**src/rtl/perf_event_counters.sv**
```systemverilog
module perf_event_counters #(
  parameter int N_BUS  = 8,
  parameter int N_EXT  = 4,
  parameter int EXT_IN = 4,
  parameter int CW     = 32,
  parameter int AW     = 32,
  parameter int PW     = 16,
  parameter int SW     = 16,
  parameter int DEPTH  = 4
) (
  input  logic                          clk,
  input  logic                          rst_n,
  input  logic                          frame_n,
  input  logic                          irdy_n,
  input  logic                          trdy_n,
  input  logic                          stop_n,
  input  logic                          devsel_n,
  input  logic                          req_n,
  input  logic                          gnt_n,
  input  logic [3:0]                    cmd,
  input  logic [AW-1:0]                 addr,
  input  logic [EXT_IN-1:0]             ext_in,
  input  logic                          seq_en,
  input  logic [N_BUS*3-1:0]            ev_sel,
  input  logic [N_EXT*$clog2(EXT_IN)-1:0] ext_sel,
  input  logic [(N_BUS+N_EXT)*2-1:0]    qual_sel,
  input  logic [N_BUS+N_EXT-1:0]        acc_mode,
  input  logic [AW-1:0]                 win_lo,
  input  logic [AW-1:0]                 win_hi,
  input  logic [PW-1:0]                 prescale,
  input  logic [31:0]                   interval,
  input  logic                          rd_en,
  output logic                          fifo_empty,
  output logic [SW-1:0]                 rd_seq,
  output logic [(N_BUS+N_EXT)*CW-1:0]   rd_counts,
  output logic                          overflow
);
  localparam int NC = N_BUS + N_EXT;
  localparam int XW = $clog2(EXT_IN);
  localparam int DW = $clog2(DEPTH);
  localparam int EW = SW + NC*CW;

  logic          prev_frame_n, win_held, start, win_now, in_win;
  logic [7:0]    bus_ev;
  logic [PW-1:0] pre_cnt;
  logic [31:0]   tick_cnt;
  logic          tick, boundary;
  logic [CW-1:0] cnt [NC];
  logic [CW-1:0] nxt [NC];
  logic [NC*CW-1:0] snap;
  logic [EW-1:0] mem [DEPTH];
  logic [DW-1:0] wp, rp;
  logic [DW:0]   fcnt;
  logic [SW-1:0] seq;
  logic          full, wr, rd;

  assign start   = prev_frame_n & ~frame_n;
  assign win_now = (addr >= win_lo) && (addr <= win_hi);
  assign in_win  = start ? win_now : win_held;

  assign bus_ev[0] = 1'b1;
  assign bus_ev[1] = ~irdy_n & ~trdy_n;
  assign bus_ev[2] = ~frame_n | ~irdy_n;
  assign bus_ev[3] = start;
  assign bus_ev[4] = ~stop_n & trdy_n & ~devsel_n;
  assign bus_ev[5] = ~req_n;
  assign bus_ev[6] = ~gnt_n;
  assign bus_ev[7] = start & ((cmd == 4'h6) | (cmd == 4'h7));

  always_ff @(posedge clk or negedge rst_n) begin
    if (!rst_n) begin
      prev_frame_n <= 1'b1;
      win_held     <= 1'b0;
    end else begin
      prev_frame_n <= frame_n;
      if (start) win_held <= win_now;
    end
  end

  assign tick     = ({1'b0, pre_cnt} + (PW+1)'(1)) >= {1'b0, prescale};
  assign boundary = tick && (({1'b0, tick_cnt} + 33'd1) >= {1'b0, interval});

  always_ff @(posedge clk or negedge rst_n) begin
    if (!rst_n) begin
      pre_cnt  <= '0;
      tick_cnt <= '0;
    end else begin
      pre_cnt <= tick ? '0 : pre_cnt + PW'(1);
      if (tick) tick_cnt <= boundary ? '0 : tick_cnt + 32'd1;
    end
  end

  for (genvar i = 0; i < NC; i++) begin : g_ctr
    logic ev, qual;
    if (i < N_BUS) begin : g_bus
      assign ev = bus_ev[ev_sel[i*3 +: 3]];
    end else begin : g_ext
      assign ev = ext_in[ext_sel[(i-N_BUS)*XW +: XW]];
    end
    always_comb begin
      case (qual_sel[i*2 +: 2])
        2'd0:    qual = 1'b1;
        2'd1:    qual = in_win;
        2'd2:    qual = seq_en;
        default: qual = 1'b0;
      endcase
    end
    assign nxt[i] = (ev && qual && (cnt[i] != {CW{1'b1}})) ? cnt[i] + CW'(1) : cnt[i];
    assign snap[i*CW +: CW] = nxt[i];
    always_ff @(posedge clk or negedge rst_n) begin
      if (!rst_n)                        cnt[i] <= '0;
      else if (boundary && !acc_mode[i]) cnt[i] <= '0;
      else                               cnt[i] <= nxt[i];
    end
  end

  assign full       = fcnt == (DW+1)'(DEPTH);
  assign fifo_empty = fcnt == '0;
  assign wr         = boundary && !full;
  assign rd         = rd_en && !fifo_empty;
  assign {rd_seq, rd_counts} = mem[rp];

  always_ff @(posedge clk) begin
    if (wr) mem[wp] <= {seq, snap};
  end

  always_ff @(posedge clk or negedge rst_n) begin
    if (!rst_n) begin
      wp       <= '0;
      rp       <= '0;
      fcnt     <= '0;
      seq      <= '0;
      overflow <= 1'b0;
    end else begin
      if (wr) wp <= wp + DW'(1);
      if (rd) rp <= rp + DW'(1);
      case ({wr, rd})
        2'b10:   fcnt <= fcnt + (DW+1)'(1);
        2'b01:   fcnt <= fcnt - (DW+1)'(1);
        default: fcnt <= fcnt;
      endcase
      if (boundary) seq <= seq + SW'(1);
      if (boundary && full) overflow <= 1'b1;
    end
  end
endmodule

```
**config.mk**
```make
export PLATFORM = sky130hd
export DESIGN_NAME = perf_event_counters
export DESIGN_NICKNAME = d
export VERILOG_FILES = /design/src/rtl/perf_event_counters.sv
export SDC_FILE = /design/constraint.sdc
export NUM_CORES = 2
export LEC_CHECK = 0
export ABC_AREA = 1
export BUFFER_PORTS_ARGS = -buffer_cell sky130_fd_sc_hd__buf_2
export CAP_MARGIN = 15
export CORE_MARGIN = 10
export CORE_UTILIZATION = 50
export CTS_BUF_LIST = sky130_fd_sc_hd__clkbuf_4
export CTS_CLUSTER_SIZE = 14
export DETAILED_ROUTE_END_ITERATION = 8
export PLACE_DENSITY = 0.68
export SLEW_MARGIN = 15
export SYNTH_ARGS = -nofsm -noshare
export SYNTH_HDL_FRONTEND = slang
export SYNTH_SLANG_ARGS = --single-unit
```
**constraint.sdc**
```tcl
create_clock -name clk -period 35.9 [get_ports clk]
set_input_delay 3.59 -clock clk [delete_from_list [all_inputs] [get_ports clk]]
set_output_delay 3.59 -clock clk [all_outputs]
set_load 0.02 [all_outputs]
```
**Yosys cells after proc, flatten, opt, wreduce, memory -nomap -nowiden**

Memories as Yosys holds them, arrays and structs flattened.
Index checks and enable logic that the tools add are counted.

- Add/subtract/negate cells: 21
- $lt $le $gt $ge: 16
- Equal/unequal tests: 41
- Multiplexer cells: 66
- Bitwise logic cells: 14
- Reduce and logical (&&, ||, !) cells: 69

Operators by type and width:

| cell | count |
|---|---|
| two-way mux 32 bit | 25 |
| adder 32 x 1 -> 32 bit, second input constant | 13 |
| != test 32 bit, second input constant | 12 |
| logical AND 1 bit | 41 |
| one-hot mux 1 bit (3 select lines) | 12 |
| adder 32 x 1 -> 33 bit, second input constant | 1 |
| >= comparator 33 x 32 -> 1 bit | 1 |
| adder 16 x 1 -> 16 bit, second input constant | 2 |
| >= comparator 32 bit | 1 |
| <= comparator 32 bit | 1 |
| < comparator 3 x 4 -> 1 bit, second input constant | 8 |
| equality test 2 x 1 -> 1 bit, second input constant | 13 |
| equality test 2 bit, second input constant | 13 |
| binary-select mux 1 bit (select 3 bit) | 8 |
| logical NOT 2 bit | 12 |
| adder 16 x 1 -> 17 bit, second input constant | 1 |
| >= comparator 17 x 16 -> 1 bit | 1 |
| two-way mux 16 bit | 1 |
| two-way mux 1 bit | 15 |
| logical NOT 1 bit | 14 |
| < comparator 2 x 3 -> 1 bit, second input constant | 4 |
| binary-select mux 1 bit (select 2 bit) | 4 |
| equality test 4 x 3 -> 1 bit, second input constant | 2 |
| inverter 1 bit | 7 |
| other kinds (9) | 15 |

- Register bits: 458
- Memory bits (writable): 1600
- Input bits: 231
- Output and inout port bits: 402
- Word-level logic and storage cells: 249
- Memories kept: 1

Memories:

| memory | depth | bits a word | read ports | clocked after memory_dff | write ports | line | text |
|---|---|---|---|---|---|---|---|
| mem | 4 | 400 | 1 | 0 | 1 | 51 | `logic [EW-1:0] mem [DEPTH];` |

**Longest topological paths before layout**

- Word-level depth: 9
- Gate-level depth with buffers: 26
- Depth with buffers taken out: 26

**Least setup slack after synthesis**

No wires, ideal clock.

- Path type: input -> register
- Start: in prescale[4]
- End: mem mem[0][0] in the netlist's numbering, enable pin
- Setup time: 1173 ps
- Data arrival time: 21451 ps
- Data required time: 34727 ps
- Path slack: 13275 ps
- Cell stages on the path: 11
- Buffers on the path: 0
- Cells stage by stage: inv_1 -> ha_1 -> nand2_1 -> o21a_1 -> nor2_1 -> nor2_1 -> nor2_1 -> nor3_1 -> nand3_1 -> nand3_1 -> nor2_1

- Word-level cells in the longest chain between the ends: 5

RTL lines:

| what | line | text |
|---|---|---|
| start: declaration | 30 | `input logic [PW-1:0] prescale,` |
| >= comparator 17 x 16 -> 1 bit | 80 | `assign tick = ({1'b0, pre_cnt} + (PW+1)'(1)) >= {1'b0, prescale};` |
| logical AND 1 bit | 81 | `assign boundary = tick && (({1'b0, tick_cnt} + 33'd1) >= {1'b0, interval});` |
| logical AND 1 bit | 119 | `assign wr = boundary && !full;` |
| two-way mux 1 bit | 124 | `if (wr) mem[wp] <= {seq, snap};` |
| two-way mux 1 bit (implied by the code) | 124 |  |
| end: declaration | 51 |  |

Every way passes these cells.

**Worst setup path in the final report**

- Start: reg rp[0]
- End: out rd_counts[184]

- Word-level cells in the longest chain between the ends: 1

RTL lines:

| what | line | text |
|---|---|---|
| start: declaration | 52 | `logic [DW-1:0] wp, rp;` |
| start signal: assignment | 136 | `if (rd) rp <= rp + DW'(1);` |
| memory read (4 x 400 bit) | - |  |
| end: declaration | 35 | `output logic [(N_BUS+N_EXT)*CW-1:0] rd_counts,` |

Every way passes these cells.

==> impl_metrics.yaml <==
outcome:
  status: "finished, final reports clean"
clock_tree:
  htreeDepth: 6
  clkLatencyLatePin_ns: 1.35
  cts-root-buf: "clkbuf_4"
  cts_hold_buf: 0
  cts_tree: "built"
  cts.clk_slew.worst_paths_ns: 0.06
  cts_buffers: 549
  post-cts-setup-buffer-count: 0
  clockBufferDepth: 4
  cts_resized: 0
  cts.sinks: 2058
place:
  gp_congestion: 0.964
  port-buffer-count: 631
  dpl_cell_area_sq_mm: 0.101
  dp_slack_ns: 26.40
  hpwl_um: 173000
drt:
  drc_errors: 0
  detail-route-antenna-nets: 0
  viasPerCell: 5.53
  vias: 72176
  drtIter0Drc: 5460
  wl_um: 264000
  drt_pass1_iterations: 6
  wl_per_cell_um: 20.2
yosys:
  syn-cell-area_sq_mm: 0.0952
  synthArstFlopShare_pct: 22.3
  synthesis.nets: 9648
  synth_seq_cells: 2058
  yosysSeqAreaShare_pct: 62.5
  ys_warn_count: 0
  ys_types: 53
  synth.avg_cell_area_sq_um: 10.3
  syn_inst: 9284
  synth_edf_count: 1600
  ys.flop_type: "edfxtp_1"
timing:
  clock.fmax_mhz: 106
  rsz0062_at_grt: "false"
  slew_violations: 0
  setup_viol: 0
  slew_headroom_pct: 14.6
  worst_pin_slew_ns: 1.28
  layout_setup_ws_ns: 26.47
  hold_viol: 0
  clock_skew_ns: 0.0969
  min_period_ns: 9.43
  period_share_pct: 26.3
  setup_tns_ns: 0
setup_path:
  start_kind: "register"
  crit_arrival_ns: 5.84
  crit_required_ns: 32.31
  cp_max_fo: 112
  path_class: "register to primary output"
  critPathCaptureType: "primary output"
flow_run:
  drv_cap: 0
finish:
  final_util_pct: 56.8
  drive_gt1_share_pct: 17.1
  syn2layout_area_growth_pct: 13.2
  finalNetCount: 10474
  postLayoutCellArea_sq_mm: 0.108
die:
  initial_core_util_pct: 50.2
  pin_count: 633
  die_height_um: 456
  coreArea_sq_mm: 0.190
  die_width_um: 456
  core.rowCount: 160
  die_area_sq_mm: 0.208
global_routing:
  first_global_vias: 71965
  grt_pass1_wl_um: 409000
  grt.busiest_layer: "met2"
  antenna_found_initial: 14
  met2_usage_pct: 41.4
  grt_use_total_pct: 24.6
  grt_util_met3_pct: 4.31
  grt_max_degree: 235
  overflow: 0
  grtUsageMet1_pct: 31.3
power_and_ir_drop:
  peakVddDrop_mv: 0.0563
  p_per_area_mw_per_mm2: 63.2
  leakagePower_uw: 0.0417
hold_path:
  min_path_type: "register to register"
worst max-delay path: stages, from the launching register on:
cell     delay (ns)
dfrtp_4        0.86
buf_4          0.68
buf_4          0.78
buf_4          0.98
o21ai_0        0.23
o22ai_1        0.54
buf_2          0.28
routing by layer:
layer / wire length (um) / up-vias / part of all wire (%)
met5: 0 / - / 0
met4: 10800 / 0 / 4.1
met3: 14000 / 462 / 5.3
met2: 129000 / 2119 / 49
met1: 110000 / 35097 / 42
li1: - / 34498 / -
synthesized netlist by cell type (all sizes together) (7+ instances only):
cell type / n / area (sq um)
nor4: 106 / 669
o211ai: 7 / 52.6
dfrtp: 457 / 11400
nand4: 446 / 2810
xor2: 252 / 2210
clkbuf: 341 / 1280
nor2: 1222 / 4630
o21a: 11 / 82.6
nand2: 1607 / 6050
buf: 111 / 631
inv: 773 / 2900
o22ai: 400 / 2500
ha: 132 / 1650
edfxtp: 1600 / 48000
xnor2: 143 / 1250
a21oi: 423 / 2530
o21ai: 885 / 4430
nor3: 194 / 991
nand3: 130 / 701
stage by stage:
stage                     hold WS [ns]  total power (uW)  std cells
after floorplan                  0.451              3960       9284
after global placement           0.461              4750      12068
after detailed placement         0.466              4790      12070
after CTS                        0.491              6900      13041
after global routing             0.511              7180      13046
final                            0.491              6810      13049
cell usage in the layout, fill, tap and decap left out, drive strengths merged, types with 2 or more instances in the layout:
cell	n
nor3	194
diode	8
o32ai	3
bufinv	11
clkinvlp	2
nand2	1607
edfxtp	1600
a21oi	423
xnor2	143
a31oi	3
nand3	130
o21a	11
o311a	3
buf	727
xor2	252
a211oi	4
nor2	1222
o21bai	4
clkinv	103
nor4	106
inv	783
dfrtp	457
or3	2
a21o	2
nand3b	5
or2	4
o22ai	400
ha	132
o21ai	885
and3	5
o211ai	7
clkbuf	845
nand4	446
cell families after synthesis:
group                      count (synthesis)  synth area share, %
adders and majority gates                133                 1.76
xor gates and xnor gates                 395                 3.63
muxes                                      1               0.0105
and+or+nand+nor                         3724                 16.8
AOI/OAI and AO/OA                       1748                 10.3
buffers and inverters                   1225                 5.05
DFF                                     2058                 62.5
path summary, 6_finish.rpt:
path,start,end,slack [ns],cells past startpoint
min in group asynchronous,rst_n,cnt[244],2.21,1
setup / recovery,rp[0],rd_counts[184],26.47,6
hold reg to reg,overflow,overflow,0.49,1
max in group asynchronous,rst_n,rp[0],30.98,4
setup reg to reg,pre_cnt[0],mem[3][141],28.27,22
hold / removal,overflow,overflow,0.49,1
power breakdown:
| group | total (uW) | switching [uW] | internal (uW) |
|---|---|---|---|
| clock network | 2090 | 942 | 1150 |
| registers | 2690 | 62.7 | 2630 |
| logic | 2030 | 1530 | 503 |
final cells by class:
class	count	area (sq um)
fillers	16358	82000
flip-flops and latches	2058	59500
multi-input cells	6001	31000
clock buffers	845	6340
repair buffers	727	3990
well taps	2511	3140
inverters	773	2920
clock inverters	126	792
diodes	8	20.0
registers in the layout (all words and copies together) (netlist names):
| name | flops |
|---|---|
| rp | 2 |
| tick_cnt | 32 |
| overflow | 1 |
| mem | 1600 |
| fcnt | 3 |
| cnt | 384 |
| pre_cnt | 16 |
| win_held | 1 |
| wp | 2 |
| seq | 16 |
| prev_frame_n | 1 |
No activity file was read; power rests on OpenSTA's default activity.
